`config.mk`:
```
export PLATFORM = sky130hd
export DESIGN_NAME = pwm_bank_top
export DESIGN_NICKNAME = d
export VERILOG_FILES = /design/src/rtl/pwm_bank_pkg.sv /design/src/rtl/pwm_bank_regs.sv /design/src/rtl/pwm_bank_timebase.sv /design/src/rtl/pwm_bank_chan.sv /design/src/rtl/pwm_bank_top.sv
export SDC_FILE = /design/constraint.sdc
export NUM_CORES = 1
export LEC_CHECK = 0
export ABC_AREA = 1
export ABC_CLOCK_PERIOD_IN_PS = 1900
export BUFFER_PORTS_ARGS = -buffer_cell sky130_fd_sc_hd__buf_2
export CAP_MARGIN = 20
export CORE_ASPECT_RATIO = 0.8
export CORE_MARGIN = 3
export CORE_UTILIZATION = 52
export DETAILED_ROUTE_END_ITERATION = 10
export PLACE_DENSITY = 0.76
export REMOVE_ABC_BUFFERS = 1
export SETUP_SLACK_MARGIN = 0.15
export SYNTH_ARGS = -nofsm -noshare
export SYNTH_HDL_FRONTEND = slang
export SYNTH_HIERARCHICAL = 1
export SYNTH_SLANG_ARGS = --single-unit
```
`constraint.sdc`:
```
create_clock -name clk_i -period 1.9 [get_ports clk_i]
set_input_delay 0.285 -clock clk_i [delete_from_list [all_inputs] [get_ports clk_i]]
set_output_delay 0.285 -clock clk_i [all_outputs]
set_load 0.02 [all_outputs]
```
`src/rtl/pwm_bank_pkg.sv`:
```
package pwm_bank_pkg;
  localparam int unsigned REG_W     = 32;
  localparam int unsigned PS_W      = 8;
  localparam int unsigned NIB_W     = PS_W / 2;
  localparam int unsigned PS_LO_LSB = 0;
  localparam int unsigned PS_HI_LSB = 11;
  localparam int unsigned EN_BIT    = 9;
  localparam logic [7:0]  CTRL_OFFS = 8'h50;

  typedef struct packed {
    logic            en;
    logic [PS_W-1:0] ps;
  } ctrl_t;
endpackage

```
`src/rtl/pwm_bank_regs.sv`:
```
module pwm_bank_regs
  import pwm_bank_pkg::*;
#(
  parameter int unsigned NUM_CH = 4,
  parameter int unsigned CNT_W  = 8,
  parameter int unsigned ADDR_W = 8
) (
  input  logic                    clk_i,
  input  logic                    rst_ni,
  input  logic                    wr_en_i,
  input  logic [ADDR_W-1:0]       addr_i,
  input  logic [REG_W-1:0]        wdata_i,
  output logic [REG_W-1:0]        rdata_o,
  output ctrl_t                   ctrl_o,
  output logic [NUM_CH*CNT_W-1:0] duty_o
);
  localparam int unsigned WORD_W = ADDR_W - 2;
  localparam logic [WORD_W-1:0] CTRL_IDX = WORD_W'(CTRL_OFFS >> 2);

  logic [WORD_W-1:0] widx;
  ctrl_t             ctrl_q;
  logic [CNT_W-1:0]  duty_q [NUM_CH];

  assign widx = addr_i[ADDR_W-1:2];

  always_ff @(posedge clk_i or negedge rst_ni) begin
    if (!rst_ni) begin
      ctrl_q <= '0;
    end else if (wr_en_i && widx == CTRL_IDX) begin
      ctrl_q.ps <= {wdata_i[PS_HI_LSB +: NIB_W], wdata_i[PS_LO_LSB +: NIB_W]};
      ctrl_q.en <= wdata_i[EN_BIT];
    end
  end

  for (genvar c = 0; c < NUM_CH; c++) begin : g_duty
    always_ff @(posedge clk_i or negedge rst_ni) begin
      if (!rst_ni) begin
        duty_q[c] <= '0;
      end else if (wr_en_i && widx == WORD_W'(c)) begin
        duty_q[c] <= wdata_i[CNT_W-1:0];
      end
    end
    assign duty_o[c*CNT_W +: CNT_W] = duty_q[c];
  end

  always_comb begin
    rdata_o = '0;
    if (widx == CTRL_IDX) begin
      rdata_o[PS_LO_LSB +: NIB_W] = ctrl_q.ps[NIB_W-1:0];
      rdata_o[PS_HI_LSB +: NIB_W] = ctrl_q.ps[PS_W-1:NIB_W];
      rdata_o[EN_BIT]             = ctrl_q.en;
    end
    for (int c = 0; c < NUM_CH; c++) begin
      if (widx == WORD_W'(c)) rdata_o[CNT_W-1:0] = duty_q[c];
    end
  end

  assign ctrl_o = ctrl_q;

  logic unused_bits;
  assign unused_bits = ^{addr_i[1:0], wdata_i};
endmodule

```
`src/rtl/pwm_bank_timebase.sv`:
```
module pwm_bank_timebase #(
  parameter int unsigned CNT_W = 8,
  parameter int unsigned PS_W  = 8
) (
  input  logic             clk_i,
  input  logic             rst_ni,
  input  logic             en_i,
  input  logic [PS_W-1:0]  ps_i,
  output logic             active_o,
  output logic             load_o,
  output logic [CNT_W-1:0] cnt_o,
  output logic [PS_W-1:0]  ps_act_o
);
  localparam logic [CNT_W-1:0] CNT_MAX = {CNT_W{1'b1}};

  logic             run_q;
  logic [PS_W-1:0]  pdiv_q;
  logic [PS_W-1:0]  ps_act_q;
  logic [CNT_W-1:0] cnt_q;
  logic             active, tick, wrap;

  // run_q delays start by one edge so working copies see same-edge writes
  assign active = en_i & run_q;
  assign tick   = (pdiv_q == ps_act_q);
  assign wrap   = tick & (cnt_q == CNT_MAX);

  always_ff @(posedge clk_i or negedge rst_ni) begin
    if (!rst_ni) begin
      run_q    <= 1'b0;
      pdiv_q   <= '0;
      cnt_q    <= '0;
      ps_act_q <= '0;
    end else begin
      run_q <= en_i;
      if (!active) begin
        pdiv_q   <= '0;
        cnt_q    <= '0;
        ps_act_q <= ps_i;
      end else if (tick) begin
        pdiv_q <= '0;
        cnt_q  <= cnt_q + 1'b1;
        if (wrap) ps_act_q <= ps_i;
      end else begin
        pdiv_q <= pdiv_q + 1'b1;
      end
    end
  end

  assign active_o = active;
  assign load_o   = ~active | wrap;
  assign cnt_o    = cnt_q;
  assign ps_act_o = ps_act_q;
endmodule

```
`src/rtl/pwm_bank_chan.sv`:
```
module pwm_bank_chan #(
  parameter int unsigned CNT_W = 8
) (
  input  logic             clk_i,
  input  logic             rst_ni,
  input  logic [CNT_W-1:0] duty_i,
  input  logic             load_i,
  input  logic             active_i,
  input  logic [CNT_W-1:0] cnt_i,
  output logic [CNT_W-1:0] duty_act_o,
  output logic             pwm_o
);
  logic [CNT_W-1:0] duty_act_q;

  always_ff @(posedge clk_i or negedge rst_ni) begin
    if (!rst_ni)     duty_act_q <= '0;
    else if (load_i) duty_act_q <= duty_i;
  end

  assign pwm_o      = active_i & (cnt_i <= duty_act_q);
  assign duty_act_o = duty_act_q;
endmodule

```
`src/rtl/pwm_bank_top.sv`:
```
module pwm_bank_top
  import pwm_bank_pkg::*;
#(
  parameter int unsigned NUM_CH = 4,
  parameter int unsigned CNT_W  = 8,
  parameter int unsigned ADDR_W = 8
) (
  input  logic              clk_i,
  input  logic              rst_ni,
  input  logic              wr_en_i,
  input  logic [ADDR_W-1:0] addr_i,
  input  logic [REG_W-1:0]  wdata_i,
  output logic [REG_W-1:0]  rdata_o,
  output logic [NUM_CH-1:0] pwm_o
);
  ctrl_t                   ctrl;
  logic                    run_en;
  logic [PS_W-1:0]         prog_ps;
  logic [NUM_CH*CNT_W-1:0] duty_prog;
  logic [NUM_CH*CNT_W-1:0] duty_act;
  logic                    active, load;
  logic [CNT_W-1:0]        cnt;
  logic [PS_W-1:0]         ps_act;

  pwm_bank_regs #(
    .NUM_CH (NUM_CH),
    .CNT_W  (CNT_W),
    .ADDR_W (ADDR_W)
  ) regs_i (
    .clk_i   (clk_i),
    .rst_ni  (rst_ni),
    .wr_en_i (wr_en_i),
    .addr_i  (addr_i),
    .wdata_i (wdata_i),
    .rdata_o (rdata_o),
    .ctrl_o  (ctrl),
    .duty_o  (duty_prog)
  );

  assign run_en  = ctrl.en;
  assign prog_ps = ctrl.ps;

  pwm_bank_timebase #(
    .CNT_W (CNT_W),
    .PS_W  (PS_W)
  ) tb_i (
    .clk_i    (clk_i),
    .rst_ni   (rst_ni),
    .en_i     (run_en),
    .ps_i     (prog_ps),
    .active_o (active),
    .load_o   (load),
    .cnt_o    (cnt),
    .ps_act_o (ps_act)
  );

  for (genvar c = 0; c < NUM_CH; c++) begin : g_ch
    pwm_bank_chan #(
      .CNT_W (CNT_W)
    ) ch_i (
      .clk_i      (clk_i),
      .rst_ni     (rst_ni),
      .duty_i     (duty_prog[c*CNT_W +: CNT_W]),
      .load_i     (load),
      .active_i   (active),
      .cnt_i      (cnt),
      .duty_act_o (duty_act[c*CNT_W +: CNT_W]),
      .pwm_o      (pwm_o[c])
    );
  end
endmodule

```
==> impl_results.md <==
* Outcome: finished, violations left
* Failing checks: setup timing
* # clock sinks at 98
* Slowest cell on the critical path: dfrtp_1
* DRT Pass-1 Iters at 5
* Vias at 4988
* Final Setup Violations at 5
* Bufs on Longest Clock Path at 2
* RSZ-0062 raised after global routing: true
* Yosys Warn Count at 6
* Most used flip-flop cell after synthesis: dfrtp_1
* Syn Inst Count at roughly 670
* Max-capacitance violation count at 0
* Worst Max-Slew Pin Slew at 0.523 ns
* Static leakage at ~3.5 nW
* Fmax at between 400 and 500 MHz
* Post-synth top cells: 174 x nand2_1, 98 x dfrtp_1, 96 x inv_1
* # diodes at 0
* First-pass GRT wire length at ~25000 um
* Crit path cell chain: buf_6 -> inv_1 -> ha_2 -> inv_1 -> nand2_1 -> nand2_1 -> nand2_1 -> nand2_1 -> nand2_1 -> nand2_2 -> a21oi_4 -> buf_6
* Yosys reg bits at 98
* Period utilization at 117%
* Root buf cell: clkbuf_16
* Most frequent cell after synthesis: nand2_1
* DRT iter0 DRCs at between 400 and 500
* Worst skew pair latency at 0.35 ns
* Hpwl dp at 9290 um
* Initial antenna violation count at 0
* Final instance count without filler cells at between 800 and 900
* Grt total ovfl at 0
* Post-DRT Antenna Nets at 0
* Worst-path maximum fanout at 7
* Largest area contributor in the netlist: dfrtp_1
* FFs w/ async S/R, synth at between 90% and 100%
* GRT Overall Usage at between 20 and 30%
* TritonCTS clock tree: done
* Die Y at 98.8 um
* CTS Buf Count at 9
* Max Slew Vio Count at 0
* Final number of hold-violating endpoints at 0
* Port-buffer cells at 38
* Drt drc at 0
* Vias per inst at about 5.6
* Max VDD drop at ~0.00053 V
* CP Capture Type: output pin
* Most area-consuming cells after synthesis: dfrtp_1 44%, nand2_1 12%, ha_1 7.6%
* Final worst slack at -0.316 ns
* Synth top area share at between 40% and 50%
* Final wirelength at ~16000 um
* Power per cell area at 1070 nW/um2
* Routed len/inst at roughly 17 um
* Pre-CTS setup slack at -0.0296 ns
* Min Tclk post-route at 2.22 ns
* Register area share after synthesis at 43.8%
* NumNets Final at 828
* H-tree Lvls at 3
* Starting density of the core at approximately 54%
* Worst Path Arrival at between 1.5 and 2 ns
* Clk_skew at approximately 0.01 ns
* # IOs at slightly below 80
* Die Span X at 122 um
* Worst Path Required at between 1.5 and 2 ns
* Proportion of layout cells with a drive suffix above 1 at between 20% and 30%
* Row count at 33
* Reg clk slew, reported paths at ~0.070 ns
* Placer Congestion at around 0.84
* Mapped Area at between 5000 and 6000 um2
* Largest net degree at the start of global routing at just over 40
* Placeable Area at 10400 um2
* Vias in the first global route at slightly below 5000
* Slew headroom at roughly two thirds
* Area growth, synth to finish at 23.5%
* Avg Inst Size Synth at 8.31 um2
* Placed Cells at roughly 860
* CP Launch Type: flop
* CP Class: flop to output pin
* DIE AREA at ~12000 um2
* Tightest Hold Check Type: input port to flop
* Post-synth cell types at 35
* Post-synth EDFFs at 0
* Largest stage delay on the critical path at 0.40 ns
* Worst path most repeated cell: nand2_1
## per-layer routing
layer | global-route usage [%] | share of wire [%]
met5 | 0 | 0
met4 | 9.99 | 3.3
met3 | 4.48 | 7.7
met2 | 42.5 | 49
met1 | 34.7 | 40
## cells by family (layout without fill, tap and decap cells)
kind of cell / Yosys count / after routing / share of synthesized area, %
AND/OR/NAND/NOR: 304 / 305 / 25.6
buffers and inverters: 129 / 193 / 11.1
flip-flops: 98 / 98 / 43.8
AO/OA/AOI/OAI: 95 / 95 / 9.70
adder cells (fa/ha/maj): 34 / 34 / 7.60
XOR/XNOR: 8 / 8 / 1.25
multiplexers: 4 / 4 / 0.805
other: 1 / 19 / 0.0670
## flip-flops by register name (all words and copies together), names as in the netlist
register / flops
g_ch.ch_i/duty_act_o: 32
tb_i/cnt_o: 8
tb_i/pdiv_q: 8
regs_i/ctrl_o: 9
tb_i/run_q: 1
regs_i/duty_o: 32
tb_i/ps_act_o: 8
## where the power goes
part / internal (mW) / switching (mW)
logic: 1.08 / 1.63
clock network: 1.04 / 0.844
registers: 2.52 / 0.305
total: 4.63 / 2.78
## cell usage in the layout, fill, tap and decap left out, types with 6 or more instances in the layout
cell type,netlist,routed
a21oi_1,21,14
buf_12,0,6
buf_2,2,34
buf_4,23,30
buf_6,5,7
clkbuf_16,0,9
conb_1,1,19
dfrtp_1,98,92
dfrtp_2,0,6
ha_1,34,14
ha_4,0,19
inv_1,96,93
nand2_1,174,165
nand2_2,4,12
nand3_1,34,34
nand4_1,16,16
nor2_1,45,44
nor2_2,9,6
nor2_4,4,8
o21ai_0,51,48
o21ai_2,15,16
## timing repair
action / in CTS / in global routing
cloned: 4 / 0
gates resized for setup: 55 / 23
pin swaps: 19 / 17
hold endpoints to repair: 35 / 0
setup endpoints to repair: 40 / 52
buffers inserted: 13 / 5
hold buffers: 1 / 0
## path summary, 6_finish.rpt
check	startpoint	end	cells after the start	slack, ns
min in group asynchronous	rst_ni	tb_i/pdiv_q[4]	2	0.46
max in group asynchronous	rst_ni	regs_i/ctrl_o[1]	3	0.79
worst max register to register	tb_i/cnt_o[3]	g_ch[2].ch_i/duty_act_o[3]	11	-0.01
worst max-delay path	tb_i/cnt_o[0]	pwm_o[2]	12	-0.32
worst min-delay path	wdata_i[14]	regs_i/ctrl_o[7]	3	0.15
worst min register to register	regs_i/ctrl_o[8]	tb_i/run_q	0	0.42
## final cells by class
type | count | area, um2
multi-input combinational | 465 | 2940
inverter | 97 | 364
tap | 140 | 175
timing repair buffer | 80 | 664
clock buffer | 10 | 229
fill | 731 | 3450
sequential | 98 | 2460
clock inverter | 6 | 72.6
## metrics by stage
stage                     cell area [um2]  total power, mW  utilization, %  setup TNS (ns)  hold slack (ns)
after floorplan                      5410             4.06               -          -0.119          -0.0106
after global placement               5940             4.60            57.3               0            0.285
after detailed placement             5940             4.72            57.3          -0.175            0.301
after CTS                            6750             7.04            65.1          -0.725            0.151
after global routing                 6910             7.80            66.7           -2.30            0.174
final                                6910             7.41            66.7           -1.12            0.154
## critical path, delay by kind of cell (launching register included)
family                   cells  cell delay (ns)
flip-flops                   1             0.40
AO/OA/AOI/OAI                1             0.19
adder cells (fa/ha/maj)      1             0.17
AND/OR/NAND/NOR              6             0.43
buffers and inverters        4             0.40
Note: power is estimated with default switching activity, not from simulation.
